==> src/rtl/seg_xlate_pkg.sv <==
package seg_xlate_pkg;
  typedef enum logic [1:0] {
    CFG_MODE    = 2'd0,
    CFG_BASE_LO = 2'd1,
    CFG_BASE_HI = 2'd2,
    CFG_RSVD    = 2'd3
  } cfg_sel_e;
endpackage

==> src/rtl/seg_cfg_regs.sv <==
module seg_cfg_regs #(
  parameter int SEG_BITS = 4,
  parameter int DATA_W   = 32
) (
  input  logic                                 clk,
  input  logic                                 rst_n,
  input  logic                                 cfg_we,
  input  logic [1:0]                           cfg_sel,
  input  logic [DATA_W-1:0]                    cfg_wdata,
  output logic [(1<<SEG_BITS)-1:0]             mode_o,
  output logic [(1<<SEG_BITS)-1:0][SEG_BITS-1:0] base_o
);
  import seg_xlate_pkg::*;
  localparam int NSEG = 1 << SEG_BITS;
  localparam int SPW  = DATA_W / SEG_BITS;

  logic [NSEG-1:0]               mode_q, mode_d;
  logic [NSEG-1:0][SEG_BITS-1:0] base_q, base_d;
  logic                          mode_en;

  assign mode_en = cfg_we && (cfg_sel == CFG_MODE);

  always_comb begin
    mode_d = mode_q;
    if (mode_en) mode_d = cfg_wdata[NSEG-1:0];
  end

  always_ff @(posedge clk or negedge rst_n) begin
    if (!rst_n)       mode_q <= '0;
    else if (mode_en) mode_q <= mode_d;
  end

  for (genvar i = 0; i < NSEG; i++) begin : g_base
    localparam int GI   = 1 + i / SPW;
    localparam int LANE = i % SPW;
    logic en;
    assign en = cfg_we && (cfg_sel == GI[1:0]);
    always_comb begin
      base_d[i] = base_q[i];
      if (en) base_d[i] = cfg_wdata[LANE*SEG_BITS +: SEG_BITS];
    end
    always_ff @(posedge clk or negedge rst_n) begin
      if (!rst_n)  base_q[i] <= SEG_BITS'(i);
      else if (en) base_q[i] <= base_d[i];
    end
  end

  assign mode_o = mode_q;
  assign base_o = base_q;


  rsvd_write_chk: assert property (@(posedge clk) disable iff (!rst_n)
    (cfg_we && cfg_sel == CFG_RSVD) |=> ($stable(mode_q) && $stable(base_q)));
endmodule

==> src/rtl/seg_decode.sv <==
module seg_decode #(
  parameter int ADDR_W         = 32,
  parameter int SEG_BITS       = 4,
  parameter int USER_SEG_LIMIT = 11
) (
  input  logic [ADDR_W-1:0]                      vaddr,
  input  logic                                   user,
  input  logic [(1<<SEG_BITS)-1:0]               mode,
  input  logic [(1<<SEG_BITS)-1:0][SEG_BITS-1:0] base,
  output logic [ADDR_W-1:0]                      paddr,
  output logic                                   uncached,
  output logic                                   walk,
  output logic                                   fault
);
  localparam int OFF_W = ADDR_W - SEG_BITS;

  logic [SEG_BITS-1:0] seg;
  logic                linear;

  assign seg = vaddr[ADDR_W-1:OFF_W];

  always_comb begin
    fault    = user && (int'(seg) >= USER_SEG_LIMIT);
    walk     = !fault && mode[seg];
    linear   = !fault && !mode[seg];
    paddr    = '0;
    uncached = 1'b0;
    if (linear) begin
      paddr    = {base[seg], vaddr[OFF_W-1:0]};
      uncached = base[seg][SEG_BITS-1];
    end
  end
endmodule

==> src/rtl/seg_xlate.sv <==
module seg_xlate #(
  parameter int ADDR_W         = 32,
  parameter int SEG_BITS       = 4,
  parameter int USER_SEG_LIMIT = 11
) (
  input  logic              clk,
  input  logic              rst_n,
  input  logic              req_valid,
  output logic              req_ready,
  input  logic [ADDR_W-1:0] req_vaddr,
  input  logic              req_user,
  input  logic              cfg_we,
  input  logic [1:0]        cfg_sel,
  input  logic [31:0]       cfg_wdata,
  output logic              out_valid,
  output logic [ADDR_W-1:0] out_paddr,
  output logic              out_uncached,
  output logic              out_walk,
  output logic              out_fault,
  output logic [ADDR_W-1:0] out_vaddr
);
  localparam int NSEG  = 1 << SEG_BITS;
  localparam int OFF_W = ADDR_W - SEG_BITS;

  logic [NSEG-1:0]               mode;
  logic [NSEG-1:0][SEG_BITS-1:0] base;
  logic [ADDR_W-1:0]             dec_paddr;
  logic                          dec_unc, dec_walk, dec_fault;
  logic                          accept;

  seg_cfg_regs #(.SEG_BITS(SEG_BITS), .DATA_W(32)) u_cfg (
    .clk(clk), .rst_n(rst_n), .cfg_we(cfg_we), .cfg_sel(cfg_sel),
    .cfg_wdata(cfg_wdata), .mode_o(mode), .base_o(base)
  );

  seg_decode #(.ADDR_W(ADDR_W), .SEG_BITS(SEG_BITS),
               .USER_SEG_LIMIT(USER_SEG_LIMIT)) u_dec (
    .vaddr(req_vaddr), .user(req_user), .mode(mode), .base(base),
    .paddr(dec_paddr), .uncached(dec_unc), .walk(dec_walk), .fault(dec_fault)
  );

  assign req_ready = !cfg_we;
  assign accept    = req_valid && req_ready;

  logic              valid_d;
  logic [ADDR_W-1:0] paddr_d, vaddr_d;
  logic              unc_d, walk_d, fault_d;

  always_comb begin
    valid_d = accept;
    paddr_d = out_paddr;
    vaddr_d = out_vaddr;
    unc_d   = out_uncached;
    walk_d  = out_walk;
    fault_d = out_fault;
    if (accept) begin
      paddr_d = dec_paddr;
      vaddr_d = req_vaddr;
      unc_d   = dec_unc;
      walk_d  = dec_walk;
      fault_d = dec_fault;
    end
  end

  always_ff @(posedge clk or negedge rst_n) begin
    if (!rst_n) out_valid <= 1'b0;
    else        out_valid <= valid_d;
  end

  always_ff @(posedge clk or negedge rst_n) begin
    if (!rst_n) begin
      out_paddr    <= '0;
      out_vaddr    <= '0;
      out_uncached <= 1'b0;
      out_walk     <= 1'b0;
      out_fault    <= 1'b0;
    end else if (accept) begin
      out_paddr    <= paddr_d;
      out_vaddr    <= vaddr_d;
      out_uncached <= unc_d;
      out_walk     <= walk_d;
      out_fault    <= fault_d;
    end
  end


  blocked_req_chk: assert property (@(posedge clk) disable iff (!rst_n)
    cfg_we |=> !out_valid);


  user_fault_chk: assert property (@(posedge clk) disable iff (!rst_n)
    (accept && req_user && int'(req_vaddr[ADDR_W-1:OFF_W]) >= USER_SEG_LIMIT)
      |=> (out_valid && out_fault && !out_walk && out_paddr == '0));


  offset_keep_chk: assert property (@(posedge clk) disable iff (!rst_n)
    (out_valid && !out_fault && !out_walk)
      |-> (out_paddr[OFF_W-1:0] == out_vaddr[OFF_W-1:0]));


  walk_quiet_chk: assert property (@(posedge clk) disable iff (!rst_n)
    (out_valid && out_walk) |-> (out_paddr == '0 && !out_uncached && !out_fault));


  latency_chk: assert property (@(posedge clk) disable iff (!rst_n)
    accept |=> (out_valid && out_vaddr == $past(req_vaddr)));
endmodule

==> config.mk <==
export PLATFORM = sky130hd
export DESIGN_NAME = seg_xlate
export DESIGN_NICKNAME = d
export VERILOG_FILES = /design/src/rtl/seg_xlate_pkg.sv /design/src/rtl/seg_cfg_regs.sv /design/src/rtl/seg_decode.sv /design/src/rtl/seg_xlate.sv
export SDC_FILE = /design/constraint.sdc
export NUM_CORES = 1
export LEC_CHECK = 0
export BUFFER_PORTS_ARGS = -buffer_cell sky130_fd_sc_hd__buf_2
export CAP_MARGIN = 0
export CORE_ASPECT_RATIO = 2
export CORE_MARGIN = 1.5
export CORE_UTILIZATION = 45
export DETAILED_ROUTE_END_ITERATION = 12
export PLACE_DENSITY = 0.68
export SLEW_MARGIN = 20
export SYNTH_ARGS = -nofsm -noshare
export SYNTH_HDL_FRONTEND = slang
export SYNTH_SLANG_ARGS = --single-unit
==> constraint.sdc <==
create_clock -name clk -period 1.9 [get_ports clk]
set_input_delay 0.19 -clock clk [delete_from_list [all_inputs] [get_ports clk]]
set_output_delay 0.19 -clock clk [all_outputs]
set_load 0.02 [all_outputs]
== Yosys cells after proc, flatten, opt, wreduce, memory -nomap -nowiden ==
Index checks and enable logic that the tools add are counted.

* Logic and storage cells: 44
* Output and inout bits: 69
* Register bits after elaboration: 148

* $lt $le $gt $ge: 2
* Reductions and logical operators: 11
* Muxes and demuxes: 6
* Equality and inequality tests: 2

{| class="wikitable"
|+ Operators with widths
! kind !! number
|-
| $mux W32 || 1
|-
| $bmux W4 S4 || 1
|-
| $logic_and A1 B1 Y1 || 7
|-
| $lt A4 B5 Y1 const B || 1
|-
| $bmux W1 S4 || 1
|-
| $ge A4 B4 Y1 const B || 1
|-
| $mux W4 || 1
|-
| $logic_not A1 Y1 || 3
|-
| $eq A2 B1 Y1 const B || 1
|-
| $eq A2 B2 Y1 const B || 1
|-
| $logic_not A2 Y1 || 1
|-
| $mux W1 || 2
|}

== Depth between registers and ports, before layout ==
* Word-level depth: 5
* Gate-level depth with buffers: 8
* Depth with buffers taken out: 5

== By module ==
From an unflattened synthesis, not the netlist that was laid out.

* Cells, all modules: 417
* Area, all modules: 6792.8 um^2

{| class="wikitable"
|+ By module, submodules not included
! module !! cells an instance !! area each (um^2) !! instances !! sequential area each (um^2)
|-
| seg_cfg_regs || 170 || 3032.9 || 1 || 2042.0
|-
| seg_xlate || 145 || 2630.0 || 1 || 1701.6
|-
| seg_decode || 102 || 1129.8 || 1 || 0.0
|}

== Worst setup path before layout ==
No wires, ideal clock.

* Path kind: input-to-reg
* Start: in req_vaddr[28]
* End: reg out_paddr[30]
* Arrival time: 1636 ps
* Stages: 6
* Required time: 1765 ps
* Setup slack: 129 ps
* Cell sequence: buf_2 buf_2 mux4_2 mux2_2 o21ai_0 o31ai_2

* Word-level cells in the longest chain between the ends: 5

{| class="wikitable"
|+ RTL lines
! element !! RTL line !! RTL
|-
| start, declared || seg_xlate.sv:10 || <nowiki>input logic [ADDR_W-1:0] req_vaddr,</nowiki>
|-
| $bmux W1 S4 or $ge A4 B4 Y1 (tied branches) || seg_decode.sv:25, seg_decode.sv:23 ||
|-
| $mux W1 (implied by the code) or $logic_and A1 B1 Y1 (tied branches) || seg_decode.sv:25, seg_decode.sv:23 ||
|-
| $logic_not A1 Y1 || seg_decode.sv:25 || <nowiki>linear = !fault && !mode[seg];</nowiki>
|-
| $logic_and A1 B1 Y1 || seg_decode.sv:25 ||
|-
| $mux W32 * || seg_decode.sv:28 || <nowiki>if (linear) begin</nowiki>
|-
| end signal, assigned || seg_xlate.sv:78 || <nowiki>out_paddr <= paddr_d;</nowiki>
|-
| end, declared || seg_xlate.sv:16 || <nowiki>output logic [ADDR_W-1:0] out_paddr,</nowiki>
|}

Every way passes the cells marked *; elsewhere a longest branch is shown, timed or not. The select of a mux whose other input is x is not followed.
A chain may end at the register's enable or synchronous reset.

== Final worst setup path ==
* Start: reg u_cfg.mode_q[0] (netlist: u_cfg.mode_o[0])
* End: reg out_paddr[26]

* Word-level cells in the longest chain between the ends: 5

{| class="wikitable"
|+ RTL lines
! element !! RTL line !! RTL
|-
| start, declared || seg_cfg_regs.sv:17 || <nowiki>logic [NSEG-1:0] mode_q, mode_d;</nowiki>
|-
| start signal, assigned || seg_cfg_regs.sv:30 || <nowiki>else if (mode_en) mode_q <= mode_d;</nowiki>
|-
| $bmux W1 S4 || seg_decode.sv:25 ||
|-
| $mux W1 (implied by the code) || seg_decode.sv:25 ||
|-
| $logic_not A1 Y1 || seg_decode.sv:25 ||
|-
| $logic_and A1 B1 Y1 || seg_decode.sv:25 ||
|-
| $mux W32 || seg_decode.sv:28 ||
|}

Every way passes these cells. The select of a mux whose other input is x is not followed.

==> impl_results.md <==
- Status: complete, no violations
- Vias in the first global route: between 4,000 and 5,000
- Max-Cap Viols: 0
- GR Overflow Total: 0
- Arr. time, crit path: roughly 2.0 ns
- Worst Hold Class: input pin to flop
- Fin cells: 812
- Met1 usage: 0.2187
- Die W: 85.97 um
- Vias: between 4,000 and 5,000
- Placed Cells: 764
- Total iterations of the first detailed-routing run: 4
- Starting density of the core: 0.4610
- Min-delay src: req_vaddr[20]
- Worst Setup Path Type: flop to flop
- Cell Rows: 60
- Sink Count: approximately 150
- Synth Register Bits: between 100 and 150
- F_max: approximately 0.58 GHz
- WL per Instance: between 15 and 20 um
- Synth warnings: 0
- Slew @ Worst Pin: around 0.44 ns
- Leak pwr: ~3.8 nW
- CTS Buf Count: 17
- First-pass GRT wire length: between 20,000 and 25,000 um
- RSZ-0062 raised after global routing: false
- Commonest cells after routing, fill and taps aside: buf_2, nand2_1, dfrtp_1, mux2_2, dfstp_2
- Die Height: 168.9 um
- CTS-repair resized insts: 0
- Gr usage total: 0.2033
- Root Buffer Master: clkbuf_16
- Seq/Total Area, Yosys: 0.6003
- Count of different cell masters after synthesis: 34
- Biggest area consumer among synthesized cells: dfrtp_1
- Die area: 14,520 um2
- Final ANT Viol Nets: 0
- Share of layout cells above drive strength 1: 0.5099
- # IOs: 140
- # H-tree levels: 4
- Reg-to-reg startpoint: u_cfg.mode_o[0]
- Fin crit period: 1.716 ns
- VDD IR max: roughly 730 uV
- Clk buf depth: 2
- Post-detail-place hpwl: roughly 10,000 um
- Syn Std Cell Area: between 6000 and 7000 um2
- Final TNS setup: 0 ns
- Core Area: about 13,000 um2
- Net count after synthesis: 549
- Largest net degree at the start of global routing: between 50 and 60
- Number of fill cells in the layout: 1,095
- Ranking of synthesized cells by area: dfrtp_1, mux2_2, dfstp_2, nand2_1, mux4_2
- Port Buffer Count: 139
- Antenna cells: 0
- Bufs and invs on worst path: 1
- Initial antenna violation count: 0
- DRC: 0
- Power density of the placed cells: 1182 nW/um2
- Synth-to-layout area growth: 27.91%
- GP Congestion: a little under 0.9
- Clk Latency, worst-skew pair: approximately 0.4 ns
- DRT Wirelength: 13,960 um
- GRT Max-Usage Layer: met2
- Share of the synthesized area in the top cell type: 0.4646
- CP startpoint kind: flop
- Most common cell after layout, fill and taps aside: buf_2
- M2 GR Usage: 0.3831
- Crit-path cells: mux2i_1 -> mux4_2 -> a22oi_4 -> buf_12 -> o21ai_0
- CTS clk-pin slew, worst paths: about 0.060 ns
- Largest stage delay, worst path: 0.51 ns
- CP max stage cell: mux4_2
- Grt met3 use: 0.03706
- Tcrit/Tclk final: 0.9034
- Critical path startpoint: u_cfg.mode_o[0]
- CP top delay family: multiplexers
- Crit end category: flop
- Final setup viols: 0
- Synth Area per Inst: approximately 13 um2
- Drt via density: between 5 and 6
- Worst Path Max Fanout: 24
- Max_slew headroom: 0.7064
- Cell count after synthesis: ~480
- Fin. Hold Viols: 0
- CTS tree: done
- Fin nets: about 720
- Layout Skew: around 0.0096 ns
- Slew Limit Fails: 0
- Total Power: ~9.4 mW
- Initial DRC count: ~140
- Crit path required time: 2.18 ns
[final timing paths]
kind	to	slack [ns]	cells after the start
max reg2reg	out_paddr[26]	0.18	5
min in group asynchronous	u_cfg.base_o[21]	0.26	2
max in group asynchronous	out_paddr[0]	0.89	3
min reg2reg	out_vaddr[19]	0.46	2
min	out_vaddr[20]	0.007	3
max	out_paddr[26]	0.18	5
[worst reg2reg max path, cell delays in order, from the launching register on]
cell and delay, ns:
dfrtp_1 0.38, mux2i_1 0.08, mux4_2 0.51, a22oi_4 0.29, buf_12 0.21, o21ai_0 0.12
[area by class of cell]
class	instances	area (um2)	share of cell area
Inverter	2	7.507	0.0009474
Timing Repair Buffer	176	1045	0.1318
Clock inverter	11	201.4	0.02542
Multi-Input combinational cell	300	2297	0.2899
Clock buffer	21	460.4	0.05811
Tap cell	155	193.9	0.02447
Sequential cell	147	3719	0.4693
[logic make-up (layout without fill, tap and decap cells)]
group,Yosys count,after routing,synth area share
buffers and inverters,31,210,0.02929
AND/OR/NAND/NOR,147,147,0.09291
flip-flops,147,147,0.6003
AO/OA/AOI/OAI,46,46,0.05232
multiplexers,107,107,0.2252
[per-stage QoR]
stage / instance area [um2] / setup slack [ns] / util / hold slack [ns]
3_5_place_dp: 7102 / 0.003239 / 0.5285 / 0.1313
6_report: 7924 / 0.1835 / 0.5897 / 0.006779
4_1_cts: 7924 / 0.1661 / 0.5897 / 0.007932
5_1_grt: 7924 / 0.09854 / 0.5897 / 0.007749
3_3_place_gp: 7102 / 0.08478 / 0.5285 / 0.1210
2_1_floorplan: 6195 / 0.1288 / - / -0.1056
[power by group]
part / switching [mW] / leakage (nW) / internal [mW]
combinational: 0.884 / 1.76 / 0.784
clock: 1.25 / 0.318 / 2.41
sequential: 0.285 / 1.76 / 3.75
[flip-flops by register name, summed over array words and instances (netlist names)]
| signal | cells |
|---|---|
| u_cfg.base_o | 64 |
| out_paddr | 32 |
| out_walk | 1 |
| out_valid | 1 |
| out_vaddr | 32 |
| u_cfg.mode_o | 16 |
| out_fault | 1 |
[what timing repair did]
action / 4_1_cts / 5_1_grt
hold buffers: 16 / 0
hold endpoints to repair: 50 / 0
setup buffers: 0 / 0
[routing by layer]
layer	routed length [um]	part of all wire
met5	0	0
met4	301	0.022
met3	529	0.038
met2	8109	0.58
met1	5023	0.36
[Yosys cell counts]
cell type / instances
clkbuf_1: 16
nor2b_1: 1
o21ai_0: 19
buf_12: 2
clkinv_1: 1
o31ai_1: 1
o22ai_1: 6
buf_4: 1
o21ai_1: 2
nand3b_1: 2
buf_2: 5
o41ai_2: 1
inv_1: 1
dfstp_2: 32
buf_6: 3
or2_2: 1
buf_1: 2
nand2b_1: 2
nand2_1: 136
mux4_1: 2
o31ai_2: 1
nor3_2: 1
o41ai_1: 2
a22oi_1: 1
mux4_2: 15
a21oi_1: 1
a22oi_4: 1
o22a_1: 1
mux2i_1: 7
nor2_1: 4
a31oi_1: 1
o21ai_2: 9
mux2_2: 83
dfrtp_1: 115
(Power assumes the default switching activity.)
